<file path="config.mk">
export PLATFORM = sky130hd
export DESIGN_NAME = host_stretch
export DESIGN_NICKNAME = d
export VERILOG_FILES = /design/src/rtl/hbs_pkg.sv /design/src/rtl/hbs_sync.sv /design/src/rtl/hbs_decode.sv /design/src/rtl/host_stretch.sv
export SDC_FILE = /design/constraint.sdc
export NUM_CORES = 1
export LEC_CHECK = 0
export ABC_CLOCK_PERIOD_IN_PS = 2600
export BUFFER_PORTS_ARGS = -buffer_cell sky130_fd_sc_hd__buf_4
export CAP_MARGIN = 10
export CORE_AREA = 2 2 39 41
export DETAILED_ROUTE_END_ITERATION = 16
export DIE_AREA = 0 0 41 43
export HOLD_SLACK_MARGIN = 0.03
export PLACE_DENSITY_LB_ADDON = 0.1
export SETUP_SLACK_MARGIN = 0.05
export SYNTH_ARGS = -nofsm -noshare
export SYNTH_HDL_FRONTEND = slang
export SYNTH_SLANG_ARGS = --single-unit
</file>
<file path="constraint.sdc">
create_clock -name clk -period 2.6 [get_ports clk]
set_input_delay 0 -clock clk [delete_from_list [all_inputs] [get_ports clk]]
set_output_delay 0 -clock clk [all_outputs]
set_load 0.02 [all_outputs]
</file>
<file path="src/rtl/hbs_pkg.sv">
package hbs_pkg;
  typedef enum logic [1:0] {
    POL_FAST = 2'd0,
    POL_HELD = 2'd1,
    POL_FREE = 2'd2
  } policy_t;

  typedef enum logic [1:0] {
    ST_IDLE  = 2'd0,
    ST_WAIT  = 2'd1,
    ST_CYCLE = 2'd2
  } stretch_state_t;
endpackage

</file>
<file path="src/rtl/hbs_sync.sv">
module hbs_sync #(
  parameter int WIDTH  = 2,
  parameter int STAGES = 2
) (
  input  logic             clk,
  input  logic             rst_n,
  input  logic [WIDTH-1:0] d,
  output logic [WIDTH-1:0] q
);
  logic [WIDTH-1:0] stg [STAGES];

  for (genvar s = 0; s < STAGES; s++) begin : g_stage
    if (s == 0) begin : g_first
      always_ff @(posedge clk or negedge rst_n) begin
        if (!rst_n) stg[s] <= '0;
        else        stg[s] <= d;
      end
    end else begin : g_next
      always_ff @(posedge clk or negedge rst_n) begin
        if (!rst_n) stg[s] <= '0;
        else        stg[s] <= stg[s-1];
      end
    end
  end

  assign q = stg[STAGES-1];
endmodule

</file>
<file path="src/rtl/hbs_decode.sv">
module hbs_decode
  import hbs_pkg::*;
#(
  parameter int         ADDR_W    = 16,
  parameter logic [7:0] CHIPA_LO  = 8'hD0,
  parameter logic [7:0] CHIPA_HI  = 8'hD7,
  parameter logic [7:0] LOCAL_HI  = 8'hDB,
  parameter logic [7:0] CHIPB_HI  = 8'hDD,
  parameter logic [7:0] EXP_HI    = 8'hDF
) (
  input  logic [ADDR_W-1:0] addr,
  input  logic              rw,
  input  logic              mirror_en,
  output policy_t           pol,
  output logic              is_exp
);
  localparam int PAGE_W = 8;

  logic [PAGE_W-1:0] page;
  logic in_chip, in_local, in_exp, in_io;

  assign page     = addr[ADDR_W-1 -: PAGE_W];
  assign in_io    = (page >= CHIPA_LO) && (page <= EXP_HI);
  assign in_chip  = ((page >= CHIPA_LO) && (page <= CHIPA_HI)) ||
                    ((page >  LOCAL_HI) && (page <= CHIPB_HI));
  assign in_local = (page > CHIPA_HI) && (page <= LOCAL_HI);
  assign in_exp   = (page > CHIPB_HI) && (page <= EXP_HI);

  always_comb begin
    pol = POL_FAST;
    if (in_chip)                       pol = POL_HELD;
    else if (in_exp)                   pol = POL_FREE;
    else if (in_local)                 pol = POL_FAST;
    else if (!in_io && !rw && mirror_en) pol = POL_HELD;
  end

  assign is_exp = in_exp;
endmodule

</file>
<file path="src/rtl/host_stretch.sv">
module host_stretch
  import hbs_pkg::*;
#(
  parameter int ADDR_W      = 16,
  parameter int SYNC_STAGES = 2
) (
  input  logic              clk,
  input  logic              rst_n,
  input  logic [ADDR_W-1:0] cpu_addr,
  input  logic              cpu_rw,
  input  logic              acc_start,
  input  logic              mirror_en,
  input  logic              host_phi2,
  input  logic              host_ba,
  output logic              cpu_stall,
  output logic              host_cyc,
  output logic              host_we,
  output logic              host_exp
);
  localparam int SYNC_W = 2;

  logic [SYNC_W-1:0] sync_q;
  logic              phi_s, ba_s, phi_q;
  logic              phi_rise, phi_fall;
  policy_t           pol;
  logic              dec_exp, slow_start;
  stretch_state_t    state;
  logic              lat_we, lat_exp, lat_ba;

  hbs_sync #(.WIDTH(SYNC_W), .STAGES(SYNC_STAGES)) u_sync (
    .clk   (clk),
    .rst_n (rst_n),
    .d     ({host_ba, host_phi2}),
    .q     (sync_q)
  );

  assign phi_s = sync_q[0];
  assign ba_s  = sync_q[1];

  always_ff @(posedge clk or negedge rst_n) begin
    if (!rst_n) phi_q <= 1'b0;
    else        phi_q <= phi_s;
  end

  assign phi_rise = phi_s & ~phi_q;
  assign phi_fall = ~phi_s & phi_q;

  hbs_decode #(.ADDR_W(ADDR_W)) u_decode (
    .addr      (cpu_addr),
    .rw        (cpu_rw),
    .mirror_en (mirror_en),
    .pol       (pol),
    .is_exp    (dec_exp)
  );

  assign slow_start = acc_start && (pol != POL_FAST);

  always_ff @(posedge clk or negedge rst_n) begin
    if (!rst_n) begin
      state   <= ST_IDLE;
      lat_we  <= 1'b0;
      lat_exp <= 1'b0;
      lat_ba  <= 1'b0;
    end else begin
      unique case (state)
        ST_IDLE: if (slow_start) begin
          state   <= ST_WAIT;
          lat_we  <= ~cpu_rw;
          lat_exp <= dec_exp;
          lat_ba  <= (pol == POL_HELD);
        end
        ST_WAIT: if (phi_rise && (ba_s || !lat_ba)) state <= ST_CYCLE;
        ST_CYCLE: if (phi_fall) state <= ST_IDLE;
        default: state <= ST_IDLE;
      endcase
    end
  end

  assign host_cyc  = (state == ST_CYCLE);
  assign host_we   = host_cyc & lat_we;
  assign host_exp  = host_cyc & lat_exp;
  assign cpu_stall = (state != ST_IDLE) || slow_start;
endmodule

</file>
Yosys cells after proc, flatten, opt, wreduce, memory -nomap -nowiden
Cells that the tools add are included.
W data, S select, Z words.
{"block": "totals", "reg_bits": 10, "inputBits": 23, "out_inout_bits": 4, "wordCells": 56}
{"block": "classes", "order_cmp": 8, "n_eq_ne": 6, "mux": 8, "n_bitwise": 7, "reduce_logical": 20}
{"operator": "$le A8 B8 Y1 const B", "n": 4}
{"operator": "$gt A8 B8 Y1 const B", "n": 3}
{"operator": "$mux W2", "n": 6}
{"operator": "$logic_and A1 B1 Y1", "n": 9}
{"operator": "$ge A8 B8 Y1 const B", "n": 1}
{"operator": "$pmux W2 S3", "n": 1}
{"operator": "$and A1 B1 Y1", "n": 4}
{"operator": "$eq A2 B1 Y1 const B", "n": 2}
{"operator": "$ne A2 B2 Y1 const B", "n": 2}
{"operator": "$reduce_bool A2 Y1", "n": 2}
{"operator": "$logic_not A1 Y1", "n": 3}
{"operator": "$logic_or A1 B1 Y1", "n": 3}
{"operator": "$not A1 Y1", "n": 3}
{"operator": "$reduce_and A3 Y1", "n": 1}
{"operator": "$eq A2 B2 Y1 const B", "n": 1}
{"operator": "$logic_not A2 Y1", "n": 1}
{"operator": "$ne A2 B1 Y1 const B", "n": 1}
{"operator": "$reduce_and A2 Y1", "n": 1}
{"operator": "$mux W1", "n": 1}

Logic depth before layout (Yosys ltp)
{"block": "logic_depth", "ltp_word": 13, "depth_mapped": 4, "ltp_nobuf": 4}

Modules after synthesis
Synthesis repeated with hierarchy kept, for this count alone.
{"block": "unflattened", "cells_unflattened": 41, "hier_area_um2": 466.7}
{"module": "host_stretch", "instances": 1, "cells_each": 27, "area_per_inst_um2": 291.5, "seq_area_each_um2": 150.1}
{"module": "hbs_sync", "instances": 1, "cells_each": 6, "area_per_inst_um2": 115.1, "seq_area_each_um2": 100.1}
{"module": "hbs_decode", "instances": 1, "cells_each": 8, "area_per_inst_um2": 60.1, "seq_area_each_um2": 0.0}

Worst setup path before layout
No wires, ideal clock.
{"block": "synth_path", "path_type": "register to register", "from": "register state[0]", "to": "register lat_exp", "setup_time_ns": 0.125, "arrival_ns": 1.124, "required_ns": 2.475, "path_slack_ns": 1.351, "stages_incl_launch_ff": 5, "path_buffers": 0, "synth_period_minus_slack_ns": 1.249, "path_cell_list": "dfrtp_1 -> nor2_1 -> nand2_1 -> a211o_4 -> mux2_4"}
{"block": "synth_between", "elab_chain_len": 2}
{"element": "start: declaration", "line": "host_stretch.sv:27", "rtl": "stretch_state_t state;"}
{"element": "start signal: assignment", "line": "host_stretch.sv:60", "rtl": "state <= ST_IDLE;"}
{"element": "start signal: assignment", "line": "host_stretch.sv:67", "rtl": "state <= ST_WAIT;"}
{"element": "start signal: assignment", "line": "host_stretch.sv:72", "rtl": "ST_WAIT: if (phi_rise && (ba_s || !lat_ba)) state <= ST_CYCLE;"}
{"element": "$logic_not A2 Y1", "line": "host_stretch.sv:65", "rtl": "unique case (state)"}
{"element": "$reduce_and A2 Y1 (no line)"}
{"element": "end signal: assignment", "line": "host_stretch.sv:69", "rtl": "lat_exp <= dec_exp;"}
{"element": "end: declaration", "line": "host_stretch.sv:28", "rtl": "logic lat_we, lat_exp, lat_ba;"}
No other way between the ends.
A chain may end at the register's enable or synchronous reset.

Worst setup path after layout
{"block": "layout_path", "from": "register state[0]", "to": "register lat_we"}
{"block": "layout_between", "elab_chain_len": 2}
{"element": "$logic_not A2 Y1", "line": "host_stretch.sv:65"}
{"element": "$reduce_and A2 Y1 (no line)"}
{"element": "end signal: assignment", "line": "host_stretch.sv:68", "rtl": "lat_we <= ~cpu_rw;"}
{"element": "end: declaration", "line": "host_stretch.sv:28"}
No other way between the ends.

==> impl_metrics.yaml <==
logic_synthesis:
  async_reset_ff_frac: 1.00
  yosys-top-cells-area: "dfrtp_1 52%, mux2_4 6.3%, nand4b_4 5.0%"
  ys_seq_area_frac: 0.525
  synth_ff_type: "dfrtp_1"
  synth_warnings: 0
  netlist_instances: 38
  yosysTopAreaCell: "dfrtp_1"
  synth_area_sq_um: 477
  netlist.area_leader.share: 0.525
  yosys.cell_types.count: 19
  synth_edf_count: 0
  synth_nets: 61
  synth-seq-cells: 10
  avgSynthCellArea_sq_um: 12.5
cts:
  root_buffer: "clkbuf_4"
  numCtsBuffers: 3
  hold_buffers: 3
  cts_tree: "built"
  post_cts_buffers: 0
  h-tree-depth: 1
  path_clk_slew_ns: 0.06
  clockBufferDepth: 2
  cts_resized: 0
  clock-sinks: 10
  clk_latency_ns: 0.26
sta:
  post-route-min-period_ns: 1.33
  fin_skew_ns: 0.00787
  rsz0062_at_grt: "no"
  tightest_slew_ns: 0.343
  hold_violations: 0
  tns_ns: 0
  setup_viol: 0
  period_share: 0.511
  fmax_mhz: 752
  slew_violations: 0
  slew_headroom: 0.771
placed_design:
  place_hpwl_um: 697
  place_congestion: 0.661
  port_buffers: 18
die:
  rows: 14
  die_area_sq_mm: 0.00176
  die_w_um: 41
  start_util: 0.344
  io_pins: 27
  die_y_um: 43
  core_area_sq_mm: 0.00138
pwr:
  internal_power_uw: 326
  p_total_uw: 461
  peakVddDrop_mv: 0.420
  p_clk_frac: 0.216
  p_sw_uw: 136
  pwr-share-comb: 0.333
  sw_frac_of_total: 0.294
  p_leak_nw: 0.353
  power-per-cell-area_mw_per_mm2: 674
  pwr-share-seq: 0.451
critical_path:
  critPathMaxFanout: 4
  max_stage_delay_ns: 0.41
  cp-end-kind: "flop"
  cp_data_required_time_ns: 2.75
  r2r_slack_ns: 1.27
  worst-r2r-cell-count: 4
  worst-endpoint-arrival_ns: 1.48
  path_class: "flop to flop"
  r2r_start: "state[0]$_DFFE_PN0P_"
  crit_family: "flip-flops"
  worstSetupStartpointType: "flop"
  crit_chain: "nor2_1, nand2_1, a211o_4, mux2_4"
  cp_slowest_cell: "dfrtp_1"
  critPathBufInv: 0
  reg2reg_to: "lat_we$_DFFE_PN0P_"
detailed_routing:
  vias: 363
  drt-initial-drc-count: 1
  wl_um: 859
  drcViolationCount: 0
  dr.pass1.iters: 2
  post_drt_wl_per_cell_um: 11.0
  ant_nets: 0
  vias_per_cell: 4.65
global_routing:
  antenna_found_initial: 0
  grtUsageTotal: 0.118
  grt_pass1_wl_mm: 1.26
  grt_pass1_vias: 305
  globalRouteOverflowTotal: 0
  grt_max_degree: 11
run_status:
  status: "finished clean"
layout:
  layout_commonest_cell: "buf_4"
  final_nets: 87
  area_delta_synth_final_pct: 43.6
  drive_gt1_frac: 0.452
  diodes: 0
  final_cell_mix: "18 x buf_4, 10 x dfrtp_1, 4 x inv_1"
run:
  drv_cap: 0
hold_path:
  hold_class: "input port to asynchronous set/reset pin"
[logic make-up after synthesis]
group                  after synthesis  share of synthesized area
AO/OA/AOI/OAI                        9                      0.181
buffers and inverters                4                     0.0315
AND/OR/NAND/NOR                     13                      0.199
flip-flops                          10                      0.525
multiplexers                         2                     0.0630
[sequential cells by signal, indices dropped and copies added (netlist names)]
name / flops
state: 2
u_sync.q: 2
u_sync.stg: 2
lat_ba: 1
lat_exp: 1
lat_we: 1
phi_q: 1
[per-stage QoR]
stage	cell area [sq um]	worst slack (ns)	hold WS, ns	std cells	utilization
after floorplan	477	1.35	-0.296	38	-
after global placement	632	1.29	-0.163	72	0.457
after detailed placement	632	1.28	-0.164	72	0.457
after CTS	684	1.27	0.0986	78	0.495
after global routing	684	1.23	0.107	78	0.495
final	684	1.27	0.0995	78	0.495
[area by class of cell]
type                       instances  area [sq um]
clock buffer                       3          22.5
tap                               16          20.0
timing repair buffer              21           165
fill                             136           699
inverter                           4          15.0
sequential                        10           250
multi-input combinational         24           211
[metal layers]
metal  part of all wire  vias up  track usage
met2               0.51       10        0.166
met1               0.41      166        0.121
met3              0.056        5       0.0785
met4              0.020        0       0.0800
met5                  0        -            0
li1                   -      182            -
[cells in the mapped netlist (all sizes together), types with 2 or more instances]
master	n
a211o	2
and2	2
dfrtp	10
inv	4
mux2	2
nor2	2
nor2b	3
nor3	2
o21ai	2
[worst max-delay path by stage]
| stage | startpoint | cells past startpoint | slack (ns) | to |
|---|---|---|---|---|
| final | state[0]$_DFFE_PN0P_ | 4 | 1.27 | lat_we$_DFFE_PN0P_ |
| after global routing | state[0]$_DFFE_PN0P_ | 4 | 1.23 | lat_exp$_DFFE_PN0P_ |
| after CTS | state[0]$_DFFE_PN0P_ | 4 | 1.27 | lat_exp$_DFFE_PN0P_ |
| after detailed placement | state[0]$_DFFE_PN0P_ | 4 | 1.28 | lat_exp$_DFFE_PN0P_ |
| after global placement | state[0]$_DFFE_PN0P_ | 4 | 1.29 | lat_we$_DFFE_PN0P_ |
| after floorplan | state[0]$_DFFE_PN0P_ | 4 | 1.35 | lat_exp$_DFFE_PN0P_ |
[power groups by stage]
stage	Sequential, mW	Clock, mW	Combinational, mW
3_3_place_gp	0.210	0	0.152
2_1_floorplan	0.205	0	0.0971
5_1_grt	0.211	0.116	0.165
4_1_cts	0.208	0.106	0.157
6_report	0.208	0.0996	0.154
3_5_place_dp	0.210	0	0.153
No activity file was read; power rests on OpenSTA's default activity.
